**config.mk**
```make
export PLATFORM = sky130hd
export DESIGN_NAME = dm_prescaler
export DESIGN_NICKNAME = d
export VERILOG_FILES = /design/src/rtl/dmp_pkg.sv /design/src/rtl/dmp_ctrl_latch.sv /design/src/rtl/dmp_reload.sv /design/src/rtl/dmp_phase_counter.sv /design/src/rtl/dm_prescaler.sv
export SDC_FILE = /design/constraint.sdc
export NUM_CORES = 1
export LEC_CHECK = 0
export ABC_AREA = 1
export BUFFER_PORTS_ARGS = -buffer_cell sky130_fd_sc_hd__buf_2
export CAP_MARGIN = 10
export CORE_AREA = 2 2 39 41
export DETAILED_ROUTE_END_ITERATION = 10
export DIE_AREA = 0 0 41 43
export MAX_ROUTING_LAYER = met4
export PLACE_DENSITY_LB_ADDON = 0.15
export SETUP_SLACK_MARGIN = 0.5
export SYNTH_ARGS = -nofsm -noshare
export SYNTH_HDL_FRONTEND = slang
export SYNTH_HIERARCHICAL = 1
export SYNTH_SLANG_ARGS = --single-unit
```
**constraint.sdc**
```tcl
create_clock -name clk -period 1.2 [get_ports clk]
set_input_delay 0 -clock clk [delete_from_list [all_inputs] [get_ports clk]]
set_output_delay 0 -clock clk [all_outputs]
set_load 0.01 [all_outputs]
```
**src/rtl/dmp_pkg.sv**
```systemverilog
package dmp_pkg;
  // Control values held for one output period
  typedef struct packed {
    logic range_hi; // long range (32/33) in force
    logic extend;   // higher ratio in force: one extra input clock
  } dmp_sel_t;
endpackage

```
**src/rtl/dmp_ctrl_latch.sv**
```systemverilog
module dmp_ctrl_latch
  import dmp_pkg::*;
(
  input  logic     clk,
  input  logic     rst,
  input  logic     capture,
  input  logic     ratio_sel,
  input  logic     mod_ctl,
  output dmp_sel_t sel_q
);
  always_ff @(posedge clk) begin
    if (rst) begin
      sel_q.range_hi <= 1'b0;
      sel_q.extend   <= 1'b0;
    end else if (capture) begin
      sel_q.range_hi <= ratio_sel;
      sel_q.extend   <= ~mod_ctl;
    end
  end
endmodule

```
**src/rtl/dmp_reload.sv**
```systemverilog
module dmp_reload
  import dmp_pkg::*;
#(
  parameter int LO_HALF      = 8,
  parameter int HI_HALF      = 16,
  parameter bit EXTRA_ON_LOW = 1'b1,
  parameter int CW           = 5
) (
  input  logic          out_q,
  input  logic          ratio_sel,
  input  logic          mod_ctl,
  input  dmp_sel_t      sel_q,
  output logic [CW-1:0] load_val
);
  localparam logic [CW-1:0] LO_BASE = CW'(LO_HALF - 1);
  localparam logic [CW-1:0] HI_BASE = CW'(HI_HALF - 1);

  logic ext_rise; // extra clock for the high phase about to start
  logic ext_fall; // extra clock for the low phase about to start

  generate
    if (EXTRA_ON_LOW) begin : g_ext_low
      assign ext_rise = 1'b0;
      assign ext_fall = sel_q.extend;
    end else begin : g_ext_high
      assign ext_rise = ~mod_ctl;
      assign ext_fall = 1'b0;
    end
  endgenerate

  always_comb begin
    if (!out_q) begin
      // rising boundary: live inputs are the ones being captured now
      load_val = (ratio_sel ? HI_BASE : LO_BASE) + {{(CW-1){1'b0}}, ext_rise};
    end else begin
      // falling boundary: use the values held since the last rise
      load_val = (sel_q.range_hi ? HI_BASE : LO_BASE) + {{(CW-1){1'b0}}, ext_fall};
    end
  end
endmodule

```
**src/rtl/dmp_phase_counter.sv**
```systemverilog
module dmp_phase_counter #(
  parameter int CW      = 5,
  parameter int RST_VAL = 7
) (
  input  logic          clk,
  input  logic          rst,
  input  logic [CW-1:0] load_val,
  output logic          tc
);
  logic [CW-1:0] cnt_q;

  assign tc = (cnt_q == '0);

  always_ff @(posedge clk) begin
    if (rst)     cnt_q <= CW'(RST_VAL);
    else if (tc) cnt_q <= load_val;
    else         cnt_q <= cnt_q - 1'b1;
  end
endmodule

```
**src/rtl/dm_prescaler.sv**
```systemverilog
module dm_prescaler
  import dmp_pkg::*;
#(
  parameter int LO_HALF      = 8,
  parameter int HI_HALF      = 16,
  parameter bit EXTRA_ON_LOW = 1'b1
) (
  input  logic clk,
  input  logic rst,
  input  logic ratio_sel,
  input  logic mod_ctl,
  output logic div_out
);
  localparam int CW = $clog2(HI_HALF + 2);

  logic          out_q;
  logic          tc;
  logic          capture;
  logic [CW-1:0] load_val;
  dmp_sel_t      sel_q;

  assign capture = tc & ~out_q;

  dmp_ctrl_latch u_latch (
    .clk       (clk),
    .rst       (rst),
    .capture   (capture),
    .ratio_sel (ratio_sel),
    .mod_ctl   (mod_ctl),
    .sel_q     (sel_q)
  );

  dmp_reload #(
    .LO_HALF      (LO_HALF),
    .HI_HALF      (HI_HALF),
    .EXTRA_ON_LOW (EXTRA_ON_LOW),
    .CW           (CW)
  ) u_reload (
    .out_q     (out_q),
    .ratio_sel (ratio_sel),
    .mod_ctl   (mod_ctl),
    .sel_q     (sel_q),
    .load_val  (load_val)
  );

  dmp_phase_counter #(
    .CW      (CW),
    .RST_VAL (LO_HALF - 1)
  ) u_cnt (
    .clk      (clk),
    .rst      (rst),
    .load_val (load_val),
    .tc       (tc)
  );

  always_ff @(posedge clk) begin
    if (rst)     out_q <= 1'b0;
    else if (tc) out_q <= ~out_q;
  end

  assign div_out = out_q;
endmodule

```
After elaboration in Yosys (flattened, before gate mapping)
Index checks and enable logic that the tools add are counted.

Register bits after elaboration: 8. Output and inout port bits: 1.

Add/sub/neg operators: 2. Mux-type cells: 4. Bitwise operators: 3. Reduce and logical (&&, ||, !) cells: 1.

Operator list (number): 5-bit 2-to-1 mux (2); 4-bit 2-to-1 mux (2); 5-bit by 1-bit adder with 5-bit output (1); 5-bit logical NOT (1); 5-bit by 1-bit subtractor with 5-bit output (second input constant) (1); 1-bit inverter (2); 1-bit AND (1).

Logic depth before layout (Yosys ltp)
Word-level depth: 4. Depth in mapped cells: 9. Mapped depth without buffers: 9.

Modules after synthesis
The synthesis kept the hierarchy.

By module, submodules not included: dmp_phase_counter (times used 1, cells an instance 37, area an instance 271.5 µm²); dmp_ctrl_latch (times used 1, cells an instance 12, area an instance 77.6 µm²); dmp_reload (times used 1, cells an instance 10, area an instance 53.8 µm²); dm_prescaler (times used 1, cells an instance 7, area an instance 50.0 µm²).

Worst setup path after synthesis
Ideal clock, no wire load.

Path type: register to register. From: register u_cnt.cnt_q[0]. To: register u_latch/sel_q[1] (netlist name). Library setup time: 0.113 ns. Data arrival time: 1.099 ns. Slack: -0.012 ns. Stages on the path, launching flop included: 10. Period minus slack after synthesis: 1.212 ns. Cell sequence: dfxtp_1 > inv_1 > ha_1 > nand3_4 > clkinv_2 > nand2_2 > inv_1 > nand2_1 > nand2_1 > nor2_1.

Word-level cells in the longest chain between the ends: 2.

RTL lines: start: declaration (line dmp_phase_counter.sv:10) `logic [CW-1:0] cnt_q;`; start signal: assignment (line dmp_phase_counter.sv:15) `if (rst) cnt_q <= CW'(RST_VAL);`; start signal: assignment (line dmp_phase_counter.sv:16) `else if (tc) cnt_q <= load_val;`; start signal: assignment (line dmp_phase_counter.sv:17) `else cnt_q <= cnt_q - 1'b1;`; 5-bit logical NOT (line dmp_phase_counter.sv:12) `assign tc = (cnt_q == '0);`; named net tc (line dm_prescaler.sv:17) `logic tc;`; 1-bit AND (line dm_prescaler.sv:22) `assign capture = tc & ~out_q;`; named net capture (line dm_prescaler.sv:18) `logic capture;`.

The timed path passes the listed nets, and every way through them passes these cells. A chain may end at the register's enable or synchronous reset.

Final worst setup path
From: register u_cnt.cnt_q[0]. To: register u_latch/sel_q[0] (netlist name).

Word-level cells in the longest chain between the ends: 2.

RTL lines (line): 5-bit logical NOT (dmp_phase_counter.sv:12); named net tc (dm_prescaler.sv:17); 1-bit AND (dm_prescaler.sv:22); named net capture (dm_prescaler.sv:18).

The timed path passes the listed nets, and every way through them passes these cells.

==> flow_summary.json <==
{
  "rows": 14,
  "ir_drop_uv": 684,
  "synth_enable_flop_cells": 0,
  "clk_path_buf_depth": 2,
  "slew_headroom": 0.899,
  "yosysSeqAreaShare": 0.354,
  "hold_viol": 0,
  "chipWidth_um": 41,
  "cp_cell_sequence": "inv_2 -> ha_4 -> nand3_4 -> clkinv_4 -> nand2_4 -> inv_4 -> nand2_1 -> nand2_1 -> nor2_1",
  "finalSetupViolations": 0,
  "htreeDepth": 1,
  "fp.coreArea_mm2": 0.00138,
  "syn_nets": 72,
  "drt_first_iter_violations": 8,
  "cts_buffers": 3,
  "grt_pass1_wl_mm": 1.53,
  "first_global_vias": 358,
  "final.min_clock_period_ns": 1.07,
  "gp_congestion": 0.663,
  "fp.dieArea_mm2": 0.00176,
  "synth_area_leader_cell": "dfxtp_1",
  "r2r_cells": 9,
  "ys_top_cells_by_area": "dfxtp_1 (35%), nand2_1 (16%), inv_1 (11%), ha_1 (5.5%), nor2_1 (5.0%)",
  "period_share": 0.893,
  "synth_area_per_cell_um2": 6.86,
  "grt_setup_unrepaired": "true",
  "grt_remaining_overflow": 0,
  "power_leakage_nw": 0.294,
  "dp_cells": 84,
  "outcome": "finished clean",
  "fmax_mhz": 933,
  "power_density_mw_per_mm2": 917,
  "syn2layout_area_growth_pct": 41.7,
  "ys_warn_count": 6,
  "grt_max_degree": 8,
  "vias": 410,
  "die_h_um": 43,
  "syn-cell-area_um2": 453,
  "ant_nets": 0,
  "layout-drive-gt1-share": 0.457,
  "final_cells": 97,
  "crit_type": "flop to flop",
  "finalSetupTns_ns": 0,
  "routed_via_density": 4.23,
  "clkTransAtPathRegs_ns": 0.06,
  "cp.arrival_ns": 1.22,
  "cpMostUsedCell": "nand2_1",
  "post_drt_wl_per_cell_um": 10.0,
  "n_fill_cell": 149,
  "root_buffer": "clkbuf_4",
  "cpPeakStageDelay_ns": 0.32,
  "clkSinkCount": 8,
  "io_buffers": 4,
  "maxCapViolCount": 0,
  "cp_data_required_time_ns": 1.35,
  "n_antenna_cell": 0,
  "synth_ff_type": "dfxtp_1",
  "drt_first_pass_iters": 3,
  "synth_top_cell_area_share": 0.354,
  "io_pins": 5,
  "start_kind": "flop",
  "ys_types": 18,
  "ys_ff_latch": 8,
  "critical-path-slowest-cell": "dfxtp_2",
  "final_max_slew_viol_count": 0,
  "hold_path_class": "primary input to flop",
  "dp_hpwl_um": 608,
  "synthTopCellsByCount": "nand2_1 (19), inv_1 (13), dfxtp_1 (8)",
  "initial_core_util": 0.327,
  "antenna_found_initial": 0,
  "cts_tree": "done",
  "worstMarginPinSlew_ns": 0.152,
  "skew_ns": 0.00209,
  "routed_wl_um": 973,
  "drc": 0,
  "min_path_cells": 4,
  "synth_cells": 66,
  "crit_path_end_kind": "flop",
  "critPathMaxFanout": 4,
  "async_reset_ff_frac": 0,
  "clock_latency_ns": 0.25,
  "grtUsageTotal": 0.146,
  "final_nets": 89,
  "synth_most_common_cell": "nand2_1"
}
## registers in the layout (all words and copies together), names as in the netlist
signal,flops
div_out,1
u_cnt/cnt_q,5
u_latch/sel_q,2
## cell usage in the layout, fill, tap and decap left out, types with 2 or more instances in the layout
| master | n |
|---|---|
| a21oi_2 | 2 |
| buf_2 | 4 |
| buf_4 | 7 |
| clkbuf_4 | 3 |
| dfxtp_1 | 2 |
| dfxtp_2 | 6 |
| dlygate4sd3_1 | 2 |
| ha_4 | 2 |
| inv_1 | 10 |
| inv_2 | 3 |
| nand2_1 | 18 |
| nand3_1 | 2 |
| nand4_1 | 2 |
| nor2_1 | 5 |
| nor2_2 | 2 |
## logic make-up after synthesis
kind of cell    after synthesis  share of synthesized area
flops                         8                      0.354
simple gates                 34                      0.359
buf+inv                      17                      0.160
fa+ha+maj                     2                     0.0552
xor+xnor                      1                     0.0193
compound gates                4                     0.0525
## through the flow
| step | cell area [um2] | hold WS [ns] | utilization | worst slack, ns | power, mW |
|---|---|---|---|---|---|
| 6_report | 642 | 0.0216 | 0.464 | 0.128 | 0.589 |
| 5_1_grt | 642 | 0.0304 | 0.464 | 0.0549 | 0.630 |
| 4_1_cts | 592 | 0.0128 | 0.428 | 0.127 | 0.592 |
| 3_5_place_dp | 503 | 0.213 | 0.363 | 0.0756 | 0.356 |
| 3_3_place_gp | 503 | 0.222 | 0.363 | 0.0818 | 0.357 |
| 2_1_floorplan | 478 | 0.0551 | - | 0.173 | 0.341 |
## repair_timing
action	in CTS	in global routing
setup endpoints to repair	9	9
buffers inserted	4	4
gates resized for setup	3	7
endpoints found under the hold margin	3	0
pin swaps	4	3
cloned	0	0
hold buffers	2	0
## critical path, delay by kind of cell (launching register included)
family        cells  cell delay [ns]
buf+inv           3             0.21
fa+ha+maj         1             0.16
flops             1             0.32
simple gates      5             0.28
## power by group
part	switching [mW]	internal, mW
combinational	0.0436	0.0481
clock	0.0951	0.115
sequential	0.00876	0.278
## cell type report
| class | instances | area [um2] | share of cell area |
|---|---|---|---|
| clock buffer | 3 | 22.5 | 0.0351 |
| inverter | 15 | 63.8 | 0.0994 |
| multi-input combinational | 41 | 264 | 0.411 |
| sequential | 8 | 168 | 0.261 |
| tap | 16 | 20.0 | 0.0312 |
| timing repair buffer | 14 | 104 | 0.162 |
## routing by layer
| layer | track usage | vias to the layer above | wire (um) |
|---|---|---|---|
| met1 | 0.179 | 174 | 469 |
| met3 | 0.0471 | 2 | 23 |
| met2 | 0.184 | 5 | 472 |
| met5 | - | - | 0 |
| li1 | - | 229 | - |
| met4 | 0.120 | 0 | 8 |
## worst paths after layout
check / endpoint / from / slack (ns)
max: u_latch/sel_q[0] / u_cnt/cnt_q[0] / 0.13
min: u_latch/sel_q[0] / rst / 0.02
max reg2reg: u_latch/sel_q[0] / u_cnt/cnt_q[0] / 0.13
min reg2reg: u_cnt/cnt_q[4] / u_cnt/cnt_q[4] / 0.47
(Power assumes the default switching activity.)
